==> src/rtl/plat_regs_pkg.sv <==
package plat_regs_pkg;

   typedef enum logic [3:0] {
      SEL_NONE,
      SEL_BUILD,
      SEL_CHGL,
      SEL_CLKST,
      SEL_SRST,
      SEL_MEMST,
      SEL_LINKST,
      SEL_FLASH,
      SEL_CLKDIV,
      SEL_BCFG,
      SEL_MEMCFG,
      SEL_LADDR
   } reg_sel_e;

   localparam int unsigned OFF_BUILD  = 'h00;
   localparam int unsigned OFF_CHGL   = 'h08;
   localparam int unsigned OFF_CLKST  = 'h0c;
   localparam int unsigned OFF_SRST   = 'h10;
   localparam int unsigned OFF_MEMST  = 'h14;
   localparam int unsigned OFF_LINKST = 'h18;
   localparam int unsigned OFF_FLASH  = 'h1c;
   localparam int unsigned OFF_CLKDIV = 'h30;
   localparam int unsigned OFF_BCFG   = 'h34;
   localparam int unsigned OFF_MEMCFG = 'h38;
   localparam int unsigned OFF_LADDR0 = 'h3c;

   localparam int unsigned MEMST_LOCK_BIT = 0;
   localparam int unsigned MEMST_CAL_BIT  = 2;

endpackage

==> src/rtl/plat_regs_decode.sv <==
module plat_regs_decode
   import plat_regs_pkg::*;
#(
   parameter int unsigned DEC_W   = 16,
   parameter int unsigned N_LINKS = 3
) (
   input  logic [DEC_W-1:0] off,
   output reg_sel_e         sel
);

   localparam int unsigned LADDR_STEP = 4;

   generate
      if (DEC_W < 8) begin : g_bad_dec
         $error("plat_regs_decode: DEC_W too small for the register map");
      end
   endgenerate

   logic [N_LINKS-1:0] laddr_hit;

   generate
      for (genvar i = 0; i < N_LINKS; i++) begin : g_laddr
         assign laddr_hit[i] = (off == DEC_W'(OFF_LADDR0 + LADDR_STEP * i));
      end
   endgenerate

   always_comb begin
      sel = SEL_NONE;
      if      (off == DEC_W'(OFF_BUILD))  sel = SEL_BUILD;
      else if (off == DEC_W'(OFF_CHGL))   sel = SEL_CHGL;
      else if (off == DEC_W'(OFF_CLKST))  sel = SEL_CLKST;
      else if (off == DEC_W'(OFF_SRST))   sel = SEL_SRST;
      else if (off == DEC_W'(OFF_MEMST))  sel = SEL_MEMST;
      else if (off == DEC_W'(OFF_LINKST)) sel = SEL_LINKST;
      else if (off == DEC_W'(OFF_FLASH))  sel = SEL_FLASH;
      else if (off == DEC_W'(OFF_CLKDIV)) sel = SEL_CLKDIV;
      else if (off == DEC_W'(OFF_BCFG))   sel = SEL_BCFG;
      else if (off == DEC_W'(OFF_MEMCFG)) sel = SEL_MEMCFG;
      else if (|laddr_hit)                sel = SEL_LADDR;
   end

endmodule

==> src/rtl/plat_regs_rdval.sv <==
module plat_regs_rdval
   import plat_regs_pkg::*;
#(
   parameter int unsigned            DATA_W     = 32,
   parameter int unsigned            N_LINKS    = 3,
   parameter int unsigned            LANE_W     = 8,
   parameter int unsigned            MHZ_W      = 8,
   parameter int unsigned            GIB_W      = 4,
   parameter logic [DATA_W-1:0]      BUILD_ID   = '0,
   parameter logic [DATA_W-1:0]      CHANGELIST = '0,
   parameter logic                   COHER_EN   = 1'b0,
   parameter logic [N_LINKS-1:0]     LINK_EN    = '1
) (
   input  reg_sel_e            sel,
   input  logic [MHZ_W-1:0]    timer_mhz,
   input  logic [GIB_W-1:0]    mem_gib,
   input  logic [N_LINKS-1:0]  link_lock,
   output logic [DATA_W-1:0]   val,
   output logic                readable
);

   localparam int unsigned N_LANES = DATA_W / LANE_W;
   localparam int unsigned MEMF_W  = 16;
   localparam int unsigned SPEED_W = MEMF_W - GIB_W;
   localparam int unsigned BCFG_W  = N_LINKS + 1;

   generate
      if (N_LINKS > N_LANES) begin : g_bad_links
         $error("plat_regs_rdval: more links than status lanes");
      end
      if (MHZ_W != LANE_W) begin : g_bad_mhz
         $error("plat_regs_rdval: frequency field must fill one lane");
      end
      if (GIB_W >= MEMF_W) begin : g_bad_gib
         $error("plat_regs_rdval: size field leaves no room for speed");
      end
   endgenerate

   logic [DATA_W-1:0] link_word;
   logic [DATA_W-1:0] clkdiv_word;
   logic [DATA_W-1:0] bcfg_word;
   logic [DATA_W-1:0] memcfg_word;
   logic [DATA_W-1:0] memst_word;

   generate
      for (genvar i = 0; i < N_LANES; i++) begin : g_lane
         if (i < N_LINKS) begin : g_used
            assign link_word[i*LANE_W +: LANE_W] = {{(LANE_W-1){1'b0}}, link_lock[i]};
         end else begin : g_idle
            assign link_word[i*LANE_W +: LANE_W] = '0;
         end
      end
   endgenerate

   assign clkdiv_word = DATA_W'({LANE_W'(1), LANE_W'(1), timer_mhz, LANE_W'(1)});
   assign bcfg_word   = DATA_W'({LINK_EN, COHER_EN});
   assign memcfg_word = DATA_W'({{SPEED_W{1'b1}}, mem_gib});
   assign memst_word  = DATA_W'((1 << MEMST_LOCK_BIT) | (1 << MEMST_CAL_BIT));

   always_comb begin
      val      = '0;
      readable = 1'b1;
      case (sel)
         SEL_BUILD:  val = BUILD_ID;
         SEL_CHGL:   val = CHANGELIST;
         SEL_MEMST:  val = memst_word;
         SEL_LINKST: val = link_word;
         SEL_CLKDIV: val = clkdiv_word;
         SEL_BCFG:   val = bcfg_word;
         SEL_MEMCFG: val = memcfg_word;
         default:    readable = 1'b0;
      endcase
   end

   logic unused_w;
   assign unused_w = ^BCFG_W;

endmodule

==> src/rtl/plat_regs_wrctl.sv <==
module plat_regs_wrctl
   import plat_regs_pkg::*;
#(
   parameter int unsigned DATA_W  = 32,
   parameter int unsigned RST_BIT = 4
) (
   input  reg_sel_e          sel,
   input  logic [DATA_W-1:0] wdata,
   output logic              rst_hit,
   output logic              wr_bad
);

   generate
      if (RST_BIT >= DATA_W) begin : g_bad_bit
         $error("plat_regs_wrctl: reset bit outside data word");
      end
   endgenerate

   always_comb begin
      rst_hit = 1'b0;
      wr_bad  = 1'b0;
      case (sel)
         SEL_BUILD, SEL_CHGL, SEL_MEMST, SEL_LINKST: ;
         SEL_SRST: rst_hit = wdata[RST_BIT];
         default:  wr_bad  = 1'b1;
      endcase
   end

endmodule

==> src/rtl/plat_regs.sv <==
module plat_regs
   import plat_regs_pkg::*;
#(
   parameter int unsigned ADDR_W     = 32,
   parameter int unsigned DEC_W      = 16,
   parameter int unsigned DATA_W     = 32,
   parameter int unsigned SIZE_W     = 3,
   parameter int unsigned N_LINKS    = 3,
   parameter int unsigned LANE_W     = 8,
   parameter int unsigned MHZ_W      = 8,
   parameter int unsigned GIB_W      = 4,
   parameter int unsigned RST_BIT    = 4,
   parameter logic [31:0] BUILD_ID   = 32'h0,
   parameter logic [31:0] CHANGELIST = 32'h0
) (
   input  logic               clk,
   input  logic               rst_n,
   input  logic [ADDR_W-1:0]  bus_addr,
   input  logic               bus_rd,
   input  logic               bus_wr,
   input  logic [SIZE_W-1:0]  bus_size,
   input  logic [DATA_W-1:0]  bus_wdata,
   output logic [DATA_W-1:0]  bus_rdata,
   input  logic [MHZ_W-1:0]   timer_mhz,
   input  logic [GIB_W-1:0]   mem_gib,
   input  logic [N_LINKS-1:0] link_lock,
   output logic               sys_rst_req,
   output logic               unimpl_pulse
);

   localparam int unsigned WORD_BYTES = DATA_W / 8;

   generate
      if (DATA_W != 32) begin : g_bad_data
         $error("plat_regs: register width must be 32");
      end
      if (DEC_W > ADDR_W) begin : g_bad_addr
         $error("plat_regs: decode width exceeds address width");
      end
      if (WORD_BYTES >= (1 << SIZE_W)) begin : g_bad_size
         $error("plat_regs: size field cannot encode a word");
      end
   endgenerate

   reg_sel_e          sel;
   logic [DATA_W-1:0] rd_val;
   logic              readable;
   logic              rst_hit;
   logic              wr_bad;
   logic              is_word;

   assign is_word = (bus_size == SIZE_W'(WORD_BYTES));

   plat_regs_decode #(.DEC_W(DEC_W), .N_LINKS(N_LINKS)) u_dec (
      .off (bus_addr[DEC_W-1:0]),
      .sel (sel)
   );

   plat_regs_rdval #(
      .DATA_W     (DATA_W),
      .N_LINKS    (N_LINKS),
      .LANE_W     (LANE_W),
      .MHZ_W      (MHZ_W),
      .GIB_W      (GIB_W),
      .BUILD_ID   (BUILD_ID[DATA_W-1:0]),
      .CHANGELIST (CHANGELIST[DATA_W-1:0])
   ) u_rd (
      .sel       (sel),
      .timer_mhz (timer_mhz),
      .mem_gib   (mem_gib),
      .link_lock (link_lock),
      .val       (rd_val),
      .readable  (readable)
   );

   plat_regs_wrctl #(.DATA_W(DATA_W), .RST_BIT(RST_BIT)) u_wr (
      .sel     (sel),
      .wdata   (bus_wdata),
      .rst_hit (rst_hit),
      .wr_bad  (wr_bad)
   );

   logic rd_unimpl;
   logic wr_unimpl;

   assign rd_unimpl = bus_rd && !(is_word && readable);
   assign wr_unimpl = bus_wr && !(is_word && !wr_bad);

   always_ff @(posedge clk) begin
      if (!rst_n) begin
         bus_rdata    <= '0;
         sys_rst_req  <= 1'b0;
         unimpl_pulse <= 1'b0;
      end else begin
         if (bus_rd) begin
            bus_rdata <= (is_word && readable) ? rd_val : '0;
         end
         sys_rst_req  <= bus_wr && is_word && rst_hit;
         unimpl_pulse <= rd_unimpl || wr_unimpl;
      end
   end


   rst_cause_chk: assert property (@(posedge clk) disable iff (!rst_n)
      sys_rst_req |-> $past(bus_wr && bus_size == SIZE_W'(WORD_BYTES) &&
                            bus_addr[DEC_W-1:0] == DEC_W'(OFF_SRST) && bus_wdata[RST_BIT]));


   size_reject_chk: assert property (@(posedge clk) disable iff (!rst_n)
      (bus_size != SIZE_W'(WORD_BYTES)) && (bus_rd || bus_wr)
         |=> unimpl_pulse && !sys_rst_req);


   size_rdzero_chk: assert property (@(posedge clk) disable iff (!rst_n)
      (bus_size != SIZE_W'(WORD_BYTES)) && bus_rd |=> bus_rdata == '0);


   memst_value_chk: assert property (@(posedge clk) disable iff (!rst_n)
      bus_rd && is_word && bus_addr[DEC_W-1:0] == DEC_W'(OFF_MEMST)
         |=> bus_rdata == DATA_W'(5));


   rdata_hold_chk: assert property (@(posedge clk) disable iff (!rst_n)
      !bus_rd |=> $stable(bus_rdata));

endmodule

==> config.mk <==
export PLATFORM = sky130hd
export DESIGN_NAME = plat_regs
export DESIGN_NICKNAME = d
export VERILOG_FILES = /design/src/rtl/plat_regs_pkg.sv /design/src/rtl/plat_regs_decode.sv /design/src/rtl/plat_regs_rdval.sv /design/src/rtl/plat_regs_wrctl.sv /design/src/rtl/plat_regs.sv
export SDC_FILE = /design/constraint.sdc
export NUM_CORES = 1
export LEC_CHECK = 0
export ABC_CLOCK_PERIOD_IN_PS = 1950
export BUFFER_PORTS_ARGS = -buffer_cell sky130_fd_sc_hd__buf_2
export CORE_ASPECT_RATIO = 1.2
export CORE_MARGIN = 10
export CORE_UTILIZATION = 40
export DETAILED_ROUTE_END_ITERATION = 10
export PLACE_DENSITY = 0.78
export SYNTH_ARGS = -nofsm -noshare
export SYNTH_HDL_FRONTEND = slang
export SYNTH_HIERARCHICAL = 1
export SYNTH_SLANG_ARGS = --single-unit
==> constraint.sdc <==
create_clock -name clk -period 1.95 [get_ports clk]
set_input_delay 0.39 -clock clk [delete_from_list [all_inputs] [get_ports clk]]
set_output_delay 0.39 -clock clk [all_outputs]
set_load 0.005 [all_outputs]
==> qor.txt <==
Status: complete, but fails checks
Violations in the final reports: setup timing
Post-detailed-routing wire length: 5.45 mm
Proportion of layout cells with a drive suffix above 1: 51.1%
Cell Pwr Density: 613 nW/µm²
Post-Synthesis Mean Instance Area: 10.3 µm²
Number of maximum-capacitance violations: 0
Maximum number of pins on one net before global-route repair: 33
Max-slew violations: 0
Final instance area: 2790 µm²
Count of flip-flops with a built-in enable after synthesis: 0
Placed Cells incl. Taps: 324
Via density per instance: 5.00
Count of boundary I/O pins: 120
Post-route met1 wirelength: 2.21 mm
Total count of hold-check failures in the final report: 0
Setup Total Neg Slack: -0.138 ns
Antenna cell count: 0
Clock tree skew after final layout: 0 ns
Upper clock frequency limit: 502 MHz
PnR worst setup slack: -0.0412 ns
Worst path required time: 2.15 ns
CTS hold repair buffers: 0
Routed len/inst: 16.0 µm
Critical path class: in -> reg
Share of the clock period used by the worst path after layout: 102%
Num rows: 28
Quantity of I/O buffers inserted on ports: 72
Non-Filler Instances: 340
Met2 routed WL: 2.82 mm
NumNets Final: 365
Vias in the first global route: 1830
Global-route wire length before repair: 8.67 mm
Yosys reg bits: 34
Cell area after synthesis: 2000 µm²
P&R area growth vs syn: 39.9%
DRT iter0 DRCs: 70
Netlist cell types: 44
RD Place Congestion: 0.784
Slowest stage cell, crit path: sky130_fd_sc_hd__a21oi_2
Max FO, Critical Path: 7
Die height: 97.4 µm
Core footprint: 4870 µm²
Clk slew on worst S/H paths: 0.07 ns
Category of the worst setup path launch point: primary input
Source-to-sink clock delay at the later pin of the worst-skew pair: 0.28 ns
Max VDD drop: 0.357 mV
Unrepaired setup endpoints after global routing: true
Critical Path Max Stage Delay: 0.32 ns
Hpwl dp: 3.86 mm
Minimum period implied by the final worst setup slack: 1.99 ns
Starting density of the core: 41.0%
Cell Chain, Critical Path: buf_6 -> nor4_4 -> nand3_4 -> a21oi_2 -> buf_4 -> and2b_1 -> and2_4 -> o2bb2ai_2 -> mux2i_1 -> a211oi_1
Commonest register cell after synthesis: sky130_fd_sc_hd__dfxtp_1
Endpoint type of the worst setup path: flip-flop
CTS tree: done
Chip width: 84.5 µm
Num Clock Sinks: 34
Number of iterations in the first detailed-routing pass: 4
Number of buffers added by the clock tree synthesis step: 5
Worst min-delay path category: in -> reg
Maximum level of the CTS H-tree: 2
Post-route DRC: 0
WL met3: 361 µm
DR vias: 1700
Placement-stage cell area: 2470 µm²
Share of synthesized area occupied by flip-flops and latches: 34.1%
Data arrival time of the worst path: 2.19 ns
Top routing layer used: met4
Die Outline Area: 8230 µm²
Post-route core utilization: 57.3%
Number of instances in the synthesized netlist: 193
Filler cells: 415
Total power of the final layout: 0.00171 W
Root Buffer Master: sky130_fd_sc_hd__clkbuf_8
Final setup viols: 12
Clock Path Buffers: 2
Leak pwr: 1.24 nW
Share of flip-flops with an asynchronous set or reset: 0%
Number of warnings printed during yosys synthesis: 6
Total global-route track usage: 12.6%
Total congestion overflow after global routing: 0
Routed Antenna Nets: 0
Antenna violations before repair: 0
==> area by class of cell <==
class / count / area [µm²] / share of cell area (%)
timing repair buffer: 100 / 678 / 24.3
multi-input combinational: 135 / 1200 / 43.1
sequential: 34 / 681 / 24.4
tap: 60 / 75.1 / 2.69
clock inverter: 2 / 60.1 / 2.15
inverter: 3 / 11.3 / 0.403
clock buffer: 6 / 82.6 / 2.96
==> sequential cells by signal (all words and copies together), names as in the netlist <==
signal and cells:
bus_rdata 32, sys_rst_req 1, unimpl_pulse 1
==> report_power, final <==
group	internal (W)	switching [W]	leakage (nW)
Clock	0.000546	0.000268	0.0714
Sequential	0.000705	0.00000460	0.275
Combinational	0.0000908	0.0000969	0.889
Total	0.00134	0.000370	1.24
==> Yosys cell counts (2+ instances only) <==
library cell               number  area [µm²]
sky130_fd_sc_hd__a211oi_2      10         125
sky130_fd_sc_hd__a211oi_1      22         165
sky130_fd_sc_hd__and2b_1        3        22.5
sky130_fd_sc_hd__dfxtp_1       34         681
sky130_fd_sc_hd__buf_1          2        7.51
sky130_fd_sc_hd__mux2i_1       32         320
sky130_fd_sc_hd__buf_6          5        56.3
sky130_fd_sc_hd__nor3_1         3        15.0
sky130_fd_sc_hd__nand2b_1       3        18.8
sky130_fd_sc_hd__nand3_1        2        10.0
sky130_fd_sc_hd__clkbuf_1       2        7.51
sky130_fd_sc_hd__inv_1          3        11.3
sky130_fd_sc_hd__buf_8          2        30.0
sky130_fd_sc_hd__nor4_2         3        37.5
sky130_fd_sc_hd__buf_4         18         135
sky130_fd_sc_hd__o21a_1         7        52.6
sky130_fd_sc_hd__buf_2          4        20.0
sky130_fd_sc_hd__nor2_1         3        11.3
sky130_fd_sc_hd__nand2_1        4        15.0
sky130_fd_sc_hd__a21oi_1        7        35.0
==> worst max-delay path, delay by kind of cell <==
family	cells	cell delay, ns
multiplexers	1	0.08
AND/OR/NAND/NOR	4	0.82
AO/OA/AOI/OAI	3	0.62
buffers and inverters	2	0.28
==> logic make-up (layout without fill, tap and decap cells) <==
kind of cell / after synthesis / count (layout) / share of synthesized area, %
buffers and inverters: 37 / 111 / 13.7
muxes: 32 / 32 / 16.1
and+or+nand+nor: 32 / 32 / 12.2
other: 1 / 14 / 0.188
AOI/OAI and AO/OA: 57 / 57 / 23.8
DFF: 34 / 34 / 34.1
==> per-layer routing <==
metal,global-route usage [%],vias to the layer above
met1,12.9,785
met2,22.5,45
met3,4.70,7
met5,0,-
li1,-,863
met4,4.82,0
==> final timing paths <==
path | startpoint | end | slack [ns] | depth (start not counted)
hold reg to reg | bus_rdata[6]$_SDFFE_PN0P_ | bus_rdata[6]$_SDFFE_PN0P_ | 0.53 | 2
hold / removal | bus_size[1] | sys_rst_req$_SDFF_PN0_ | 0.29 | 2
setup / recovery | bus_addr[10] | bus_rdata[2]$_SDFFE_PN0P_ | -0.04 | 10
setup reg to reg | bus_rdata[8]$_SDFFE_PN0P_ | bus_rdata[8]$_SDFFE_PN0P_ | 1.22 | 2
==> through the flow <==
step                      worst slack [ns]  hold slack, ns
final                              -0.0412           0.292
after global routing                -0.151           0.289
after CTS                          -0.0679           0.280
after detailed placement            -0.478           0.519
after global placement              -0.401           0.516
after floorplan                     -0.160           0.467
==> layout by cell type, fill, tap and decap left out, types with 2 or more instances in the layout <==
master                      synthesis  final
sky130_fd_sc_hd__buf_2              4     68
sky130_fd_sc_hd__dfxtp_1           34     34
sky130_fd_sc_hd__mux2i_1           32     32
sky130_fd_sc_hd__buf_4             18     19
sky130_fd_sc_hd__a211oi_2          10     16
sky130_fd_sc_hd__a211oi_1          22     16
sky130_fd_sc_hd__conb_1             1     14
sky130_fd_sc_hd__buf_6              5      8
sky130_fd_sc_hd__o21a_1             7      7
sky130_fd_sc_hd__clkbuf_8           0      6
sky130_fd_sc_hd__buf_12             0      4
sky130_fd_sc_hd__nand2_1            4      4
sky130_fd_sc_hd__a21oi_2            1      4
sky130_fd_sc_hd__a21oi_1            7      4
sky130_fd_sc_hd__inv_1              3      3
sky130_fd_sc_hd__nor4_4             1      3
sky130_fd_sc_hd__nand2b_1           3      3
sky130_fd_sc_hd__nor2_1             3      3
sky130_fd_sc_hd__nor3_1             3      2
sky130_fd_sc_hd__bufinv_16          0      2
sky130_fd_sc_hd__and2b_2            0      2
sky130_fd_sc_hd__nand3_1            2      2
==> timing repair <==
item / in CTS / in global routing
gates cloned: 0 / 1
resized for setup: 13 / 7
pin swaps: 10 / 11
buffers inserted: 6 / 1
setup endpoints to repair: 33 / 33
Power figures use the tool's default switching activity.
